**config.mk**
```make
export PLATFORM = sky130hd
export DESIGN_NAME = algn_mem_unit
export DESIGN_NICKNAME = d
export VERILOG_FILES = /design/src/rtl/algn_mem_pkg.sv /design/src/rtl/algn_mem_decode.sv /design/src/rtl/algn_mem_ctrl.sv /design/src/rtl/algn_mem_dp.sv /design/src/rtl/algn_mem_unit.sv
export SDC_FILE = /design/constraint.sdc
export NUM_CORES = 1
export LEC_CHECK = 0
export BUFFER_PORTS_ARGS = -buffer_cell sky130_fd_sc_hd__buf_2
export CAP_MARGIN = 20
export CORE_ASPECT_RATIO = 2
export CORE_UTILIZATION = 56
export CTS_BUF_LIST = sky130_fd_sc_hd__clkbuf_16
export CTS_CLUSTER_DIAMETER = 30
export DETAILED_ROUTE_END_ITERATION = 8
export GPL_TIMING_DRIVEN = 0
export PLACE_DENSITY = 0.93
export SETUP_SLACK_MARGIN = 0.3
export SLEW_MARGIN = 5
export SYNTH_ARGS = -nofsm -noshare
export SYNTH_HDL_FRONTEND = slang
export SYNTH_SLANG_ARGS = --single-unit
```
**constraint.sdc**
```tcl
create_clock -name clk -period 6.1 [get_ports clk]
set_input_delay 0.305 -clock clk [delete_from_list [all_inputs] [get_ports clk]]
set_output_delay 0.305 -clock clk [all_outputs]
set_load 0.1 [all_outputs]
```
**src/rtl/algn_mem_pkg.sv**
```systemverilog
package algn_mem_pkg;

  typedef enum logic [2:0] {
    ST_IDLE,
    ST_FAULT,
    ST_CLR,
    ST_XFER,
    ST_DONE
  } ctlState_e;

  // strobes from the sequencer to the byte-lane datapath
  typedef struct packed {
    logic load;   // capture a newly accepted request
    logic step;   // one byte handshake completed
  } dpStrobe_t;

endpackage

```
**src/rtl/algn_mem_decode.sv**
```systemverilog
// Combinational request decode: legality of the size, alignment fault and
// the effective start address after optional rounding.
module algn_mem_decode #(
  parameter int AW   = 16,
  parameter int SW   = 4,
  parameter int MAXB = 8
) (
  input  logic [AW-1:0] addr,
  input  logic [SW-1:0] size,
  input  logic          unalOk,
  input  logic          alignChk,
  input  logic          unalEn,
  output logic          sizeOk,
  output logic          alignFault,
  output logic [AW-1:0] effAddr
);
  localparam int NLEG = $clog2(MAXB) + 1;

  logic [NLEG-1:0] legalHit;
  logic [AW-1:0]   mask;
  logic [AW-1:0]   rounded;
  logic            misIn;

  for (genvar k = 0; k < NLEG; k++) begin : g_leg
    assign legalHit[k] = (size == SW'(1 << k));
  end

  assign sizeOk  = |legalHit;
  assign mask    = sizeOk ? (AW'(size) - AW'(1)) : '0;
  assign rounded = addr & ~mask;
  assign misIn   = |(addr & mask);

  always_comb begin
    effAddr    = addr;
    alignFault = 1'b0;
    if (sizeOk) begin
      if (!unalOk) begin
        if (misIn) begin
          if (alignChk || unalEn) alignFault = 1'b1;
          else                    effAddr    = rounded;
        end
      end else begin
        if (!alignChk && !unalEn) effAddr    = rounded;
        else if (misIn && alignChk) alignFault = 1'b1;
      end
    end
  end

endmodule

```
**src/rtl/algn_mem_ctrl.sv**
```systemverilog
// Sequencer: accept, fault reporting, monitor clear, byte loop, done.
module algn_mem_ctrl
  import algn_mem_pkg::*;
(
  input  logic      clk,
  input  logic      rstN,
  input  logic      reqValid,
  input  logic      reqWrite,
  input  logic      cfgShareable,
  input  logic      sizeOk,
  input  logic      alignFault,
  input  logic      lastByte,
  input  logic      memReady,
  output logic      reqReady,
  output logic      memValid,
  output logic      traceValid,
  output logic      exclClr,
  output logic      rspDone,
  output logic      rspAbort,
  output logic      rspBadSize,
  output dpStrobe_t strobe
);
  ctlState_e state, stateNext;
  logic      faultAlign, faultSize, traced;
  logic      accept;

  assign accept      = (state == ST_IDLE) && reqValid;
  assign strobe.load = accept;
  assign strobe.step = (state == ST_XFER) && memReady;

  always_comb begin
    stateNext = state;
    unique case (state)
      ST_IDLE: if (accept) begin
        if (!sizeOk || alignFault)       stateNext = ST_FAULT;
        else if (reqWrite && cfgShareable) stateNext = ST_CLR;
        else                             stateNext = ST_XFER;
      end
      ST_FAULT: stateNext = ST_IDLE;
      ST_CLR:   stateNext = ST_XFER;
      ST_XFER:  if (memReady && lastByte) stateNext = ST_DONE;
      ST_DONE:  stateNext = ST_IDLE;
      default:  stateNext = ST_IDLE;
    endcase
  end

  always_ff @(posedge clk) begin
    if (!rstN) begin
      state      <= ST_IDLE;
      faultAlign <= 1'b0;
      faultSize  <= 1'b0;
      traced     <= 1'b0;
    end else begin
      state <= stateNext;
      if (accept) begin
        faultSize  <= !sizeOk;
        faultAlign <= sizeOk && alignFault;
      end
      if (state == ST_XFER) traced <= !memReady;
      else                  traced <= 1'b0;
    end
  end

  assign reqReady   = (state == ST_IDLE);
  assign memValid   = (state == ST_XFER);
  assign traceValid = (state == ST_XFER) && !traced;
  assign exclClr    = (state == ST_CLR);
  assign rspDone    = (state == ST_DONE) || (state == ST_FAULT);
  assign rspAbort   = (state == ST_FAULT) && faultAlign;
  assign rspBadSize = (state == ST_FAULT) && faultSize;

endmodule

```
**src/rtl/algn_mem_dp.sv**
```systemverilog
// Byte-lane datapath: address counter, lane selection with endian reversal,
// read-value assembly.
module algn_mem_dp
  import algn_mem_pkg::*;
#(
  parameter int AW   = 16,
  parameter int DW   = 64,
  parameter int SW   = 4,
  parameter int MAXB = DW / 8
) (
  input  logic          clk,
  input  logic          rstN,
  input  dpStrobe_t     strobe,
  input  logic [AW-1:0] effAddr,
  input  logic [SW-1:0] size,
  input  logic          write,
  input  logic          priv,
  input  logic          bigEnd,
  input  logic [DW-1:0] wdata,
  input  logic [7:0]    memRdata,
  output logic [AW-1:0] memAddr,
  output logic          memWrite,
  output logic [7:0]    memWdata,
  output logic          memPriv,
  output logic [DW-1:0] rspData,
  output logic          lastByte,
  output logic [AW-1:0] exclAddr,
  output logic [SW-1:0] exclSize
);
  localparam int IW = $clog2(MAXB);

  logic [AW-1:0] baseAddr;
  logic [SW-1:0] idx, cnt, cntM1;
  logic          wrReg, privReg, beReg;
  logic [DW-1:0] wdReg, rdReg;
  logic [IW-1:0] laneIdx;

  assign cntM1    = cnt - SW'(1);
  assign laneIdx  = beReg ? IW'(cntM1 - idx) : IW'(idx);
  assign lastByte = (idx == cntM1);

  always_ff @(posedge clk) begin
    if (!rstN) begin
      baseAddr <= '0;
      idx      <= '0;
      cnt      <= SW'(1);
      wrReg    <= 1'b0;
      privReg  <= 1'b0;
      beReg    <= 1'b0;
      wdReg    <= '0;
      rdReg    <= '0;
    end else if (strobe.load) begin
      baseAddr <= effAddr;
      idx      <= '0;
      cnt      <= size;
      wrReg    <= write;
      privReg  <= priv;
      beReg    <= bigEnd;
      wdReg    <= wdata;
      rdReg    <= '0;
    end else if (strobe.step) begin
      idx <= idx + SW'(1);
      if (!wrReg) rdReg[{laneIdx, 3'b000} +: 8] <= memRdata;
    end
  end

  assign memAddr  = baseAddr + AW'(idx);
  assign memWrite = wrReg;
  assign memWdata = wdReg[{laneIdx, 3'b000} +: 8];
  assign memPriv  = privReg;
  assign rspData  = rdReg;
  assign exclAddr = baseAddr;
  assign exclSize = cnt;

endmodule

```
**src/rtl/algn_mem_unit.sv**
```systemverilog
module algn_mem_unit
  import algn_mem_pkg::*;
#(
  parameter int AW = 16,
  parameter int DW = 64,
  parameter int SW = 4
) (
  input  logic          clk,
  input  logic          rstN,
  input  logic          reqValid,
  output logic          reqReady,
  input  logic [AW-1:0] reqAddr,
  input  logic [SW-1:0] reqSize,
  input  logic          reqWrite,
  input  logic          reqPriv,
  input  logic          reqUnalOk,
  input  logic [DW-1:0] reqWdata,
  input  logic          cfgAlignChk,
  input  logic          cfgUnalEn,
  input  logic          cfgBigEnd,
  input  logic          cfgShareable,
  output logic          memValid,
  input  logic          memReady,
  output logic [AW-1:0] memAddr,
  output logic          memWrite,
  output logic [7:0]    memWdata,
  output logic          memPriv,
  input  logic [7:0]    memRdata,
  output logic          traceValid,
  output logic [AW-1:0] traceAddr,
  output logic          traceWrite,
  output logic          exclClr,
  output logic [AW-1:0] exclAddr,
  output logic [SW-1:0] exclSize,
  output logic          rspDone,
  output logic          rspAbort,
  output logic          rspBadSize,
  output logic [DW-1:0] rspData
);
  localparam int MAXB = DW / 8;

  logic          sizeOk, alignFault, lastByte;
  logic [AW-1:0] effAddr;
  dpStrobe_t     strobe;

  algn_mem_decode #(.AW(AW), .SW(SW), .MAXB(MAXB)) u_decode (
    .addr(reqAddr), .size(reqSize), .unalOk(reqUnalOk),
    .alignChk(cfgAlignChk), .unalEn(cfgUnalEn),
    .sizeOk(sizeOk), .alignFault(alignFault), .effAddr(effAddr)
  );

  algn_mem_ctrl u_ctrl (
    .clk(clk), .rstN(rstN), .reqValid(reqValid), .reqWrite(reqWrite),
    .cfgShareable(cfgShareable), .sizeOk(sizeOk), .alignFault(alignFault),
    .lastByte(lastByte), .memReady(memReady), .reqReady(reqReady),
    .memValid(memValid), .traceValid(traceValid), .exclClr(exclClr),
    .rspDone(rspDone), .rspAbort(rspAbort), .rspBadSize(rspBadSize),
    .strobe(strobe)
  );

  algn_mem_dp #(.AW(AW), .DW(DW), .SW(SW), .MAXB(MAXB)) u_dp (
    .clk(clk), .rstN(rstN), .strobe(strobe), .effAddr(effAddr),
    .size(reqSize), .write(reqWrite), .priv(reqPriv), .bigEnd(cfgBigEnd),
    .wdata(reqWdata), .memRdata(memRdata), .memAddr(memAddr),
    .memWrite(memWrite), .memWdata(memWdata), .memPriv(memPriv),
    .rspData(rspData), .lastByte(lastByte), .exclAddr(exclAddr),
    .exclSize(exclSize)
  );

  assign traceAddr  = memAddr;
  assign traceWrite = memWrite;

endmodule

```
; After elaboration in Yosys (flattened, before gate mapping)
; Index checks and enable logic that the tools add are counted.
; W data, S select, Z words.
[totals]
output_inout_bits = 134
reg_bits = 161
romBits = 0
mem_count = 0
ram_bits = 0
word_cells = 81
input_bits = 103
latchBits = 0
[classes]
magnitude_cmp = 0
n_shift = 3
n_reduce_logical = 25
muxes = 19
bitwise = 5
mul = 0
n_eq_ne = 11
addsub = 6
div = 0
[op_table]
columns = operator, count
row1 = $mux W16, 6
row2 = $bwmux W64, 1
row3 = $shift A8 B8 Y64 const A, 1
row4 = $shiftx A64 B7 Y8, 1
row5 = $shiftx A8 B8 Y64, 1
row6 = $and A16 B16 Y16, 2
row7 = $add A16 B4 Y16, 1
row8 = $not A16 Y16, 1
row9 = $reduce_or A16 Y1, 1
row10 = $mux W3, 4
row11 = $logic_and A1 B1 Y1, 10
row12 = $pmux W3 S3, 1
row13 = $neg A6 Y8, 1
row14 = $mux W1, 7
row15 = $eq A3 B2 Y1 const B, 2
row16 = $reduce_and A2 Y1, 3
row17 = $logic_not A1 Y1, 5
row18 = $sub A4 B1 Y5 const B, 1
row19 = $add A4 B1 Y4 const B, 1
row20 = $eq A4 B1 Y1 const B, 1
row21 = $eq A4 B2 Y1 const B, 1
row22 = $eq A4 B3 Y1 const B, 1
row23 = $eq A4 B4 Y1, 1
row24 = $eq A4 B4 Y1 const B, 1
row25 = 10 further kinds, 14

; Longest topological paths before layout
[depth]
depth_word = 14
mapped_depth = 16
mapped_depth_nobuf = 13

; Hierarchy
; A second synthesis with hierarchy kept.
[hier_totals]
cells_unflattened = 933
area_unflattened_um2 = 8485.6
[modules_own_cells]
columns = mod, area_per_inst_um2, instances, cells_per_inst, seq_area_each_um2
row1 = algn_mem_dp, 7572.3, 1, 820, 3103.0
row2 = algn_mem_decode, 435.4, 1, 57, 0.0
row3 = algn_mem_ctrl, 350.3, 1, 39, 120.1
row4 = algn_mem_unit, 127.6, 1, 17, 0.0

; Worst setup path after synthesis
; OpenSTA, ideal clock, no wires.
[synth_timing]
path_type = register to output
start = register u_dp.cnt[0] (netlist: u_dp.exclSize[0])
end = output port memWdata[7]
slack_ns = 0.471
arrival_ns = 5.324
path_stages_with_launch = 10
required_time_ns = 5.795
path_buffers = 1
cell_sequence = dfxtp_1 > inv_1 > ha_1 > fa_1 > and3b_1 > nor2_1 > clkbuf_1 > a211oi_1 > a221o_1 > a211oi_1
[synth_between]
elab_chain_len = 4
[synth_rtl]
columns = element, line
row1 = start: declaration, algn_mem_dp.sv:33  ; logic [SW-1:0] idx, cnt, cntM1;
row2 = start signal: assignment, algn_mem_dp.sv:55  ; cnt <= size;
row3 = $sub A4 B1 Y4, algn_mem_dp.sv:38  ; assign cntM1 = cnt - SW'(1);
row4 = $sub A3 B3 Y3, algn_mem_dp.sv:39  ; assign laneIdx = beReg ? IW'(cntM1 - idx) : IW'(idx);
row5 = $mux W3, algn_mem_dp.sv:39
row6 = $shiftx A64 B7 Y8, algn_mem_dp.sv:69  ; assign memWdata = wdReg[{laneIdx, 3'b000} +: 8];
row7 = end: declaration, algn_mem_unit.sv:26  ; output logic [7:0] memWdata,
; No other way between the ends.

; Final worst setup path
[layout_timing]
start = register u_dp.cnt[1] (netlist: u_dp.exclSize[1])
end = output port memWdata[5]
; The elaborated chain is that of the path after synthesis.

==> results.yml <==
placed_design:
  dpl.cell_count: 1388
  gp_congestion: 0.9382
  port_buffers: 231
  hpwl_mm: 19.63
critical_path:
  cp_slowest_stage_delay_ps: 600
  crit_type: "reg2out"
  arrival_ps: 4030
  cpMaxStageDelayCell: "fa_1"
  cp_top_family: "buffers and inverters"
  critical_path.most_common_cell: "a211oi_1"
  required_ps: 5790
  critPathLaunchType: "register"
  endpoint_kind: "output port"
  worst-path-buf-inv: 3
  cp_cell_sequence: "inv_1 > ha_1 > fa_1 > and3b_1 > nor2_1 > clkbuf_1 > a211oi_1 > a221o_1 > a211oi_1 > buf_2"
  path_max_fanout: 10
drt:
  viasPerCell: 5.711
  vias: 8110
  firstDrtPassIters: 5
  wirelength_mm: 25.12
  drc: 0
  wl_per_cell_um: 17.69
  drt_iter0_markers: 338
  ant_nets: 0
sta:
  final_max_slew_viol_count: 0
  timing.fmax_ghz: 0.2305
  tightest_slew_ps: 1008
  setup_violations: 0
  hold_violations: 0
  final.min_clock_period_ps: 4339
  fin_setup_tns_ps: 0
  grt_setup_unrepaired: "no"
  clock_skew_ps: 13.96
  finalCritPeriodShare_pct: 71.13
  max_slew_margin_pct: 32.23
floorplan:
  row_count: 61
  chipWidth_um: 86.86
  ios: 237
  dieHeight_um: 171.7
  core_um2: 13970
  die_area_um2: 14920
  initial_core_util_pct: 57.74
cts:
  cts_tree: "yes"
  clk_latency_ps: 440
  cts_buffer_depth: 2
  clock-sinks: 161
  cts_setup_buffers: 0
  clkTransAtPathRegs_ps: 80
  htreeDepth: 4
  cts-root-buf: "clkbuf_16"
  postCtsHoldBufs: 0
  postCtsResizedCells: 0
  cts-buffers-inserted: 17
finish:
  multi_input_comb_area_um2: 4335
  filler_cell_count: 1083
  area.growth.synth_to_final_pct: 24.60
  layout-drive-gt1-share_pct: 25.35
  register_area_um2: 3223
  fin_cells: 1420
  insertedDiodeCount: 0
  nNetsFinal: 1336
yosys:
  ys.flop_type: "dfxtp_1"
  yosysWarnings: 0
  syn_nets: 1086
  synthTopCellsByArea: "dfxtp_1, nand2_1, a21boi_0"
  synth_top_area_share_pct: 39.96
  ys_async_sr_fraction_pct: 0
  syn_inst: 968
  ys_seq_area_share_pct: 39.96
  synth_edf_count: 0
  synth-seq-cells: 161
  syn_area_um2: 8065
  synth_area_leader_cell: "dfxtp_1"
  syn_area_per_cell_um2: 8.332
  synth.most_common_cell: "nand2_1"
  ys_top_cells_by_count: "nand2_1, dfxtp_1, a21boi_0, clkbuf_1, mux2i_1"
  ys_types: 71
grt:
  grt_max_degree: 19
  grt.total_usage_pct: 34.52
  grt_pass1_wl_mm: 39.39
  first_global_vias: 7995
  antenna_found_initial: 0
  globalRoute.totalOverflow: 0
pwr:
  power_w: 0.002921
  peakVddDrop_uv: 210.8
  leakagePower_nw: 4.404
  power_density_nw_per_um2: 290.6
status:
  outcome: "finished clean"
hold_path:
  hold_class: "in2reg"
flow_run:
  cap_viol_max_count: 0
-- registers in the layout, indices dropped and copies added (netlist names) --
register and flops:
u_ctrl.faultAlign 1, u_ctrl.faultSize 1, u_ctrl.state 3, u_ctrl.traced 1
u_dp.beReg 1, u_dp.exclAddr 16, u_dp.exclSize 4, u_dp.idx 4
u_dp.memPriv 1, u_dp.memWrite 1, u_dp.rspData 64, u_dp.wdReg 64
-- worst paths after layout --
check,start,slack [ps],endpoint,depth (start not counted)
worst max-delay path,u_dp.exclSize[1],1760,memWdata[5],10
worst min-delay path,reqWdata[45],110,u_dp.wdReg[45],3
worst max register to register,u_dp.exclSize[1],1830,u_dp.rspData[38],16
worst min register to register,u_dp.rspData[21],450,u_dp.rspData[21],2
-- layout by cell type (no fill, tap or decap), types with 8 or more instances in the layout --
cell type  count
o21ai_0       29
mux2i_1       42
buf_2        236
nor3_1        11
xor2_1         9
nand3_1       39
a21oi_1       28
xnor2_1       13
o21ai_1       20
o31ai_1       10
a211oi_1      17
ha_1          13
clkbuf_16     17
buf_4         19
nand2_1      233
o22a_1         8
inv_1         19
clkbuf_1      54
nor2_1        38
o22ai_1       15
a21boi_0      72
dfxtp_1      161
-- where the power goes --
part	internal, W	total, W	switching (W)
Clock	0.000548	0.00106	0.000511
Combinational	0.000169	0.000711	0.000543
Sequential	0.00110	0.00115	0.0000516
Total	0.00182	0.00292	0.00111
-- final cells by class --
type	instances	area share (%)
plain buffers	83	4.295
clock buffers	17	4.233
clock inverters	15	1.656
inverters	20	0.7470
multi-input cells	704	43.14
flip-flops and latches	161	32.07
well taps	189	2.353
repair buffers	231	11.50
-- logic make-up after synthesis --
group                    after synthesis  synth area share [%]
multiplexers                          46                 5.771
flip-flops                           161                 39.96
XOR/XNOR                              24                 2.979
adder cells (fa/ha/maj)               15                 2.513
AND/OR/NAND/NOR                      384                 21.95
buffers and inverters                103                 6.283
AO/OA/AOI/OAI                        235                 20.54
-- worst reg2reg max path, stage by stage (launching register included) --
cell      delay [ps]
dfxtp_1          440
inv_1             70
ha_1             320
fa_1             450
xor3_1           280
nand3_2          160
buf_4            230
nand2_4          200
inv_2             60
ha_1             270
clkbuf_1         270
nor2b_1          240
o21ai_0          160
a311oi_2         530
buf_2            310
nand3_1          100
o21ai_1          100
-- layer usage --
metal  vias to the layer above  wire [µm]  global-route usage, %
li1                       3858          -                      -
met1                      3767       8489                  33.36
met2                       359      13270                  62.65
met3                       126       1194                  5.470
met4                         0       2170                  28.48
met5                         -          0                      0
-- per-stage QoR --
step | setup slack [ps] | utilization (%) | hold slack, ps | instance area, µm²
after floorplan | 470.7 | - | 380.8 | 8065
after global placement | 2046 | 67.71 | 432.6 | 9458
after global routing | 1625 | 71.95 | 116.2 | 10050
final | 1761 | 71.95 | 108.8 | 10050
after CTS | 1799 | 71.95 | 103.7 | 10050
after detailed placement | 1924 | 67.71 | 445.6 | 9458
Note: power is estimated with default switching activity, not from simulation.
